## config.mk

```make
export PLATFORM = sky130hd
export DESIGN_NAME = da_filter
export DESIGN_NICKNAME = d
export VERILOG_FILES = /design/src/rtl/dafilt_pkg.sv /design/src/rtl/dafilt_capture.sv /design/src/rtl/dafilt_decide.sv /design/src/rtl/da_filter.sv
export SDC_FILE = /design/constraint.sdc
export NUM_CORES = 1
export LEC_CHECK = 0
export CORE_ASPECT_RATIO = 1.2
export CORE_MARGIN = 10
export CORE_UTILIZATION = 52
export DETAILED_ROUTE_END_ITERATION = 8
export GPL_ROUTABILITY_DRIVEN = 0
export GPL_TIMING_DRIVEN = 0
export HOLD_SLACK_MARGIN = 0.1
export PLACE_DENSITY = 0.8
export RECOVER_POWER = 25
export SLEW_MARGIN = 10
export SYNTH_ARGS = -nofsm -noshare
export SYNTH_HDL_FRONTEND = slang
export SYNTH_SLANG_ARGS = --single-unit
```

## constraint.sdc

```tcl
create_clock -name clk -period 2.94 [get_ports clk]
set_clock_uncertainty 0.05 [all_clocks]
set_input_delay 0.294 -clock clk [delete_from_list [all_inputs] [get_ports clk]]
set_output_delay 0.294 -clock clk [all_outputs]
set_load 0.03 [all_outputs]
```

## src/rtl/dafilt_pkg.sv

```systemverilog
package dafilt_pkg;

    localparam int          CRC_W    = 32;
    localparam logic [31:0] CRC_POLY = 32'h04C11DB7;
    localparam logic [31:0] CRC_INIT = 32'hFFFF_FFFF;

    typedef struct packed {
        logic promisc;
        logic mcast_all;
        logic hash_en;
        logic bcast_en;
    } mode_t;

    // Advance the CRC register by one byte, least significant bit first.
    function automatic logic [CRC_W-1:0] crc_step_byte(input logic [CRC_W-1:0] c_in,
                                                       input logic [7:0]       b);
        logic [CRC_W-1:0] c;
        logic             fb;
        c = c_in;
        for (int k = 0; k < 8; k++) begin
            fb = c[CRC_W-1] ^ b[k];
            c  = {c[CRC_W-2:0], 1'b0};
            if (fb) c = c ^ CRC_POLY;
        end
        return c;
    endfunction

endpackage

```

## src/rtl/dafilt_capture.sv

```systemverilog
module dafilt_capture
    import dafilt_pkg::*;
#(
    parameter int ADDR_BYTES = 6,
    parameter int HASH_MSB   = 28,
    parameter int HASH_LSB   = 23,
    localparam int ADDR_W    = 8 * ADDR_BYTES,
    localparam int CNT_W     = $clog2(ADDR_BYTES + 1),
    localparam int IDX_W     = HASH_MSB - HASH_LSB + 1
) (
    input  logic              clk,
    input  logic              rst_n,
    input  logic              start_i,
    input  logic              byte_valid_i,
    input  logic [7:0]        byte_i,
    output logic [ADDR_W-1:0] addr_o,
    output logic [IDX_W-1:0]  hash_idx_o,
    output logic              done_o
);

    localparam logic [CNT_W-1:0] CNT_FULL = CNT_W'(ADDR_BYTES);
    localparam logic [CNT_W-1:0] CNT_LAST = CNT_W'(ADDR_BYTES - 1);

    typedef struct packed {
        logic [CNT_W-1:0]  cnt;
        logic [ADDR_W-1:0] addr;
        logic [CRC_W-1:0]  crc;
        logic              done;
    } cap_s;

    cap_s cap_d, cap_q;

    always_comb begin
        cap_d      = cap_q;
        cap_d.done = 1'b0;
        if (start_i) begin
            cap_d.cnt  = CNT_W'(1);
            cap_d.addr = {{(ADDR_W-8){1'b0}}, byte_i};
            cap_d.crc  = crc_step_byte(CRC_INIT, byte_i);
            cap_d.done = (ADDR_BYTES == 1);
        end else if (byte_valid_i && (cap_q.cnt < CNT_FULL)) begin
            cap_d.cnt  = cap_q.cnt + CNT_W'(1);
            cap_d.addr = {cap_q.addr[ADDR_W-9:0], byte_i};
            cap_d.crc  = crc_step_byte(cap_q.crc, byte_i);
            cap_d.done = (cap_q.cnt == CNT_LAST);
        end
    end

    always_ff @(posedge clk or negedge rst_n) begin
        if (!rst_n) begin
            cap_q.cnt  <= CNT_FULL;   // idle: wait for a frame start
            cap_q.addr <= '0;
            cap_q.crc  <= CRC_INIT;
            cap_q.done <= 1'b0;
        end else begin
            cap_q <= cap_d;
        end
    end

    assign addr_o     = cap_q.addr;
    assign hash_idx_o = cap_q.crc[HASH_MSB:HASH_LSB];
    assign done_o     = cap_q.done;

    // once the address is complete, later bytes leave it untouched
    a_r10_tail_ignored: assert property (@(posedge clk) disable iff (!rst_n)
        ((cap_q.cnt == CNT_FULL) && !start_i) |=> $stable(addr_o));

    // completion is a single-cycle pulse per frame
    a_r8_done_pulse: assert property (@(posedge clk) disable iff (!rst_n)
        done_o |=> !done_o);

endmodule

```

## src/rtl/dafilt_decide.sv

```systemverilog
module dafilt_decide
    import dafilt_pkg::*;
#(
    parameter int ADDR_W = 48,
    parameter int IDX_W  = 6,
    localparam int TBL_W = 1 << IDX_W,
    localparam int HALF_W = TBL_W / 2
) (
    input  logic              clk,
    input  logic              rst_n,
    input  logic              start_i,
    input  logic              done_i,
    input  logic [ADDR_W-1:0] addr_i,
    input  logic [IDX_W-1:0]  hash_idx_i,
    input  logic [ADDR_W-1:0] station_i,
    input  logic [HALF_W-1:0] tbl_lo_i,
    input  logic [HALF_W-1:0] tbl_hi_i,
    input  mode_t             mode_i,
    output logic              valid_o,
    output logic              accept_o
);

    typedef struct packed {
        logic valid;
        logic accept;
    } ver_s;

    ver_s ver_d, ver_q;

    logic [TBL_W-1:0] table_w;
    logic             is_bcast, is_mcast, tbl_hit, verdict;

    always_comb begin
        table_w  = {tbl_hi_i, tbl_lo_i};
        is_bcast = &addr_i;
        is_mcast = addr_i[ADDR_W-8];          // group bit of the first byte
        tbl_hit  = table_w[hash_idx_i];
        if (is_bcast)
            verdict = mode_i.bcast_en;
        else if (is_mcast)
            verdict = mode_i.mcast_all | (mode_i.hash_en & tbl_hit);
        else
            verdict = mode_i.promisc | (addr_i == station_i);
    end

    always_comb begin
        ver_d = ver_q;
        if (start_i) begin
            ver_d.valid  = 1'b0;
            ver_d.accept = 1'b0;
        end else if (done_i) begin
            ver_d.valid  = 1'b1;
            ver_d.accept = verdict;
        end
    end

    always_ff @(posedge clk or negedge rst_n) begin
        if (!rst_n) ver_q <= '0;
        else        ver_q <= ver_d;
    end

    assign valid_o  = ver_q.valid;
    assign accept_o = ver_q.accept;

    a_r8_valid_follows_done: assert property (@(posedge clk) disable iff (!rst_n)
        (done_i && !start_i) |=> valid_o);

    a_r9_start_clears: assert property (@(posedge clk) disable iff (!rst_n)
        start_i |=> (!valid_o && !accept_o));

    a_r9_hold: assert property (@(posedge clk) disable iff (!rst_n)
        (valid_o && !start_i) |=> (valid_o && $stable(accept_o)));

    a_r1_station_match: assert property (@(posedge clk) disable iff (!rst_n)
        (done_i && !start_i && !addr_i[ADDR_W-8] && (addr_i == station_i)) |=> accept_o);

    a_r7_bcast_enable: assert property (@(posedge clk) disable iff (!rst_n)
        (done_i && !start_i && (&addr_i)) |=> (accept_o == $past(mode_i.bcast_en)));

endmodule

```

## src/rtl/da_filter.sv

```systemverilog
module da_filter
    import dafilt_pkg::*;
#(
    parameter int ADDR_BYTES = 6,
    parameter int HASH_MSB   = 28,
    parameter int HASH_LSB   = 23,
    localparam int ADDR_W    = 8 * ADDR_BYTES,
    localparam int IDX_W     = HASH_MSB - HASH_LSB + 1,
    localparam int HALF_W    = (1 << IDX_W) / 2
) (
    input  logic              clk,
    input  logic              rst_n,
    input  logic              rx_sof,
    input  logic              rx_valid,
    input  logic [7:0]        rx_data,
    input  logic [ADDR_W-1:0] station_addr,
    input  logic [HALF_W-1:0] hash_lo,
    input  logic [HALF_W-1:0] hash_hi,
    input  logic              promisc,
    input  logic              mcast_all,
    input  logic              hash_en,
    input  logic              bcast_en,
    output logic              verdict_valid,
    output logic              accept
);

    logic              start_w, done_w;
    logic [ADDR_W-1:0] addr_w;
    logic [IDX_W-1:0]  idx_w;
    mode_t             mode_w;

    assign start_w = rx_sof & rx_valid;
    assign mode_w  = '{promisc: promisc, mcast_all: mcast_all,
                       hash_en: hash_en, bcast_en: bcast_en};

    dafilt_capture #(
        .ADDR_BYTES (ADDR_BYTES),
        .HASH_MSB   (HASH_MSB),
        .HASH_LSB   (HASH_LSB)
    ) i_capture (
        .clk          (clk),
        .rst_n        (rst_n),
        .start_i      (start_w),
        .byte_valid_i (rx_valid),
        .byte_i       (rx_data),
        .addr_o       (addr_w),
        .hash_idx_o   (idx_w),
        .done_o       (done_w)
    );

    dafilt_decide #(
        .ADDR_W (ADDR_W),
        .IDX_W  (IDX_W)
    ) i_decide (
        .clk        (clk),
        .rst_n      (rst_n),
        .start_i    (start_w),
        .done_i     (done_w),
        .addr_i     (addr_w),
        .hash_idx_i (idx_w),
        .station_i  (station_addr),
        .tbl_lo_i   (hash_lo),
        .tbl_hi_i   (hash_hi),
        .mode_i     (mode_w),
        .valid_o    (verdict_valid),
        .accept_o   (accept)
    );

    // nothing is reported until a frame has started
    a_r11_idle_quiet: assert property (@(posedge clk) disable iff (!rst_n)
        (!verdict_valid && !done_w) |=> !verdict_valid);

endmodule

```

==> impl_metrics.csv <==
group,metric,value,unit
status,run_status,"complete, but fails checks",
status,violations,"capacitance limit, slew limit",
clock_tree,numCtsBuffers,9,
critical_path,crit_required,3.10,ns
clock_tree,cts-root-buf,"clkbuf_16",
synth,postSynthAreaPerCell,11.1,sq um
synth,synth_adder_area_share,0.432,%
synth,syn_nets,650,
floorplan,placement_rows,42,
placement,port_buffers,121,
global_route,grt_first_pass_wirelength,29600,um
drt,wl_met2,9780,um
clock_tree,insertion_delay,0.35,ns
placement,placedInstanceArea,0.00720,sq mm
power,ir_worst_vdd,1.32,mV
critical_path,critPathLaunchType,"flop",
synth,synth_edf_count,0,
placement,dp_hpwl,14700,um
synth,async_flop_share,100,%
synth,muxShareOfSynthArea,7.82,%
sta,hold-worst-slack,0.195,ns
critical_path,crit-reg2reg-launch,"i_capture.hash_idx_o[0]",
synth,synth_area,0.00580,sq mm
critical_path,cp_slowest_cell,"mux4_2",
drt,drt-met1-wl,7250,um
drt,drt-initial-drc-count,359,
floorplan,die_w,116,um
final_layout,fin_nets,784,
critical_path,crit_path_frequent_cell,"mux4_2",
final_layout,layout-drive-gt1-share,15.8,%
sta,fin_crit,2.44,ns
final_layout,final_common_cell,"clkdlybuf4s50_1",
final_layout,layout_common_cells,"clkdlybuf4s50_1 (120), xnor2_1 (78), xor2_1 (63)",
min_path,hold_start,"rx_data[3]",
critical_path,arrival,2.60,ns
final_layout,fin_area,0.00751,sq mm
global_route,grt_util_all_layers,24.7,%
sta,finalHoldViolCount,0,
drt,vias_per_cell,6.14,
sta,slew_headroom,-33.8,%
sta,fin_crit_sh,83.1,%
synth,synth_cells,520,
critical_path,path_cells,"buf_4 > mux4_2 > mux4_2 > nand4b_1 > o2111ai_1 > a31oi_1 > a2111oi_0",
final_layout,final_util,68.4,%
synth,ys_ff_latch,86,
sta,fmax,0.409,GHz
clock_tree,cts.sinks,86,
floorplan,core_area,0.0110,sq mm
drt,ant_nets,0,
power,power_density,937,mW/mm^2
drt,dr_wl_met3,1160,um
global_route,first_global_vias,5191,
synth,ys_types,52,
drt,top_layer,"met4",
clock_tree,clk_pin_slew,0.07,ns
global_route,grt_max_degree,53,
critical_path,crit_start,"i_capture.hash_idx_o[0]",
synth,synth_top_area_share,22.5,%
synth,synth-seq-area-share,37.9,%
sta,tightest_slew,2.01,ns
global_route,grt_overflow,0,
critical_path,cp.buffers_inverters,1,
critical_path,critPathCaptureType,"flop",
synth,synth-xor-area-share,27.2,%
synth,synth_warnings,0,
final_layout,syn2layout_area_growth,29.6,%
synth,synth-simple-area-share,7.99,%
floorplan,io_pins,130,
power,power,7.04,mW
synth,yosys.area.top_type,"dfrtp_1",
synth,yosys-top-cells-area,"dfrtp_1 (22%), dfstp_2 (15%), xnor2_1 (12%)",
power,p_leak,2.93,nW
synth,synth_top_family_by_area,"XOR/XNOR gates",
clock_tree,htreeDepth,3,
floorplan,die_area,0.0158,sq mm
clock_tree,cts_max_path_buffers,2,
floorplan,die_y,136,um
min_path,hold_class,"primary input to flop",
drt,firstDrtPassIters,5,
critical_path,path_class,"flop to flop",
clock_tree,post_cts_buffers,0,
drt,avgRoutedWirePerCell,24.1,um
global_route,antenna_found_initial,1,
drt,totalWireLength,19100,um
drt,drc,0,
sta,setup_viol_count_final,0,
synth,synth-compound-area-share,15.2,%
clock_tree,cts_tree,"yes",
floorplan,start_util,52.8,%
critical_path,worstPathMaxFanout,10,
sta,rsz0062_at_grt,"no",
synth,synth_ff_type,"dfrtp_1",
run,maxCapViolCount,1,
drt,num_vias,4866,
final_layout,fill_cells,812,
sta,slew_viol_final,35,
critical_path,critPathTopFamily,"multiplexers",
critical_path,critical_path.max_stage_delay,0.52,ns
## metrics by stage
stage                     setup slack (ns)  instances  setup TNS [ns]
after floorplan                      0.729        520               0
after global placement               -1.40        773          -87.25
after detailed placement             0.400        774               0
after CTS                            0.487        791               0
after global routing                 0.314        792               0
final                                0.498        792               0
## area by class of cell
class	count	area, sq um	area share [%]
diodes	1	2.50	0.0333
flip-flops and latches	86	2190	29.2
clock inverters	6	68.8	0.916
well taps	132	165	2.20
plain buffers	38	185	2.46
multi-input cells	392	3400	45.3
inverters	4	15.0	0.200
clock buffers	10	239	3.18
repair buffers	123	1240	16.5
## worst register-to-register path, stage by stage (launching register included)
cell and delay (ns):
dfstp_2 0.51, buf_4 0.21, mux4_2 0.53, mux4_2 0.48
nand4b_1 0.13, o2111ai_1 0.12, a31oi_1 0.19, a2111oi_0 0.09
## cells in the mapped netlist, types with 4 or more instances
cell      instances
xnor2_1          78
xor2_1           63
dfrtp_1          52
a22o_1           40
dfstp_2          34
clkbuf_1         21
nand2_1          21
a22oi_1          18
nand4_1          18
o21ai_1          16
nor4_1           15
o21ai_0          14
mux4_2           13
buf_2            10
nor2_1            9
xnor2_2           8
a21oi_1           7
mux2i_1           7
o221ai_1          7
mux2_2            6
buf_4             4
inv_1             4
nor2b_1           4
xnor2_4           4
## kinds of logic (layout without fill, tap and decap cells)
kind of cell | after synthesis | in the layout
buf+inv | 42 | 181
fa+ha+maj | 2 | 2
mux | 28 | 28
compound gates | 120 | 120
flops | 86 | 86
other cells | 0 | 1
xor+xnor | 158 | 158
simple gates | 84 | 84
## layer usage
| metal | global-route usage (%) | vias to the layer above |
|---|---|---|
| met2 | 42.9 | 235 |
| met5 | 0 | - |
| li1 | - | 2169 |
| met4 | 12.0 | 0 |
| met3 | 4.61 | 66 |
| met1 | 28.2 | 2396 |
## sequential cells by signal (all words and copies together) (netlist names)
| register | cells |
|---|---|
| i_decide.accept_o | 1 |
| i_capture.hash_idx_o | 6 |
| i_capture.cap_q | 29 |
| i_capture.done_o | 1 |
| i_capture.addr_o | 48 |
| i_decide.valid_o | 1 |
## power by group
part	internal (mW)	leakage, nW	switching [mW]	total [mW]
Combinational	1.94	1.73	1.97	3.90
Clock	0.686	0.143	0.491	1.18
Sequential	1.65	1.05	0.316	1.96
Total	4.27	2.93	2.77	7.04
## timing repair
| action | in CTS | in global routing |
|---|---|---|
| endpoints found under the hold margin | 16 | 0 |
| endpoints found under the setup margin | 0 | 0 |
| resized for setup | 0 | 0 |
| hold buffers | 1 | 0 |
## worst paths after layout
check                                       end  slack [ns]  cells past startpoint
setup / recovery              i_decide.accept_o        0.50                      7
hold / removal              i_capture.cap_q[21]        0.19                      3
setup reg to reg              i_decide.accept_o        0.50                      7
hold reg to reg             i_capture.cap_q[82]        0.45                      2
max in group asynchronous   i_capture.cap_q[81]        0.68                      2
min in group asynchronous  i_capture.addr_o[22]        1.02                      2
Note: power is estimated with default switching activity, not from simulation.
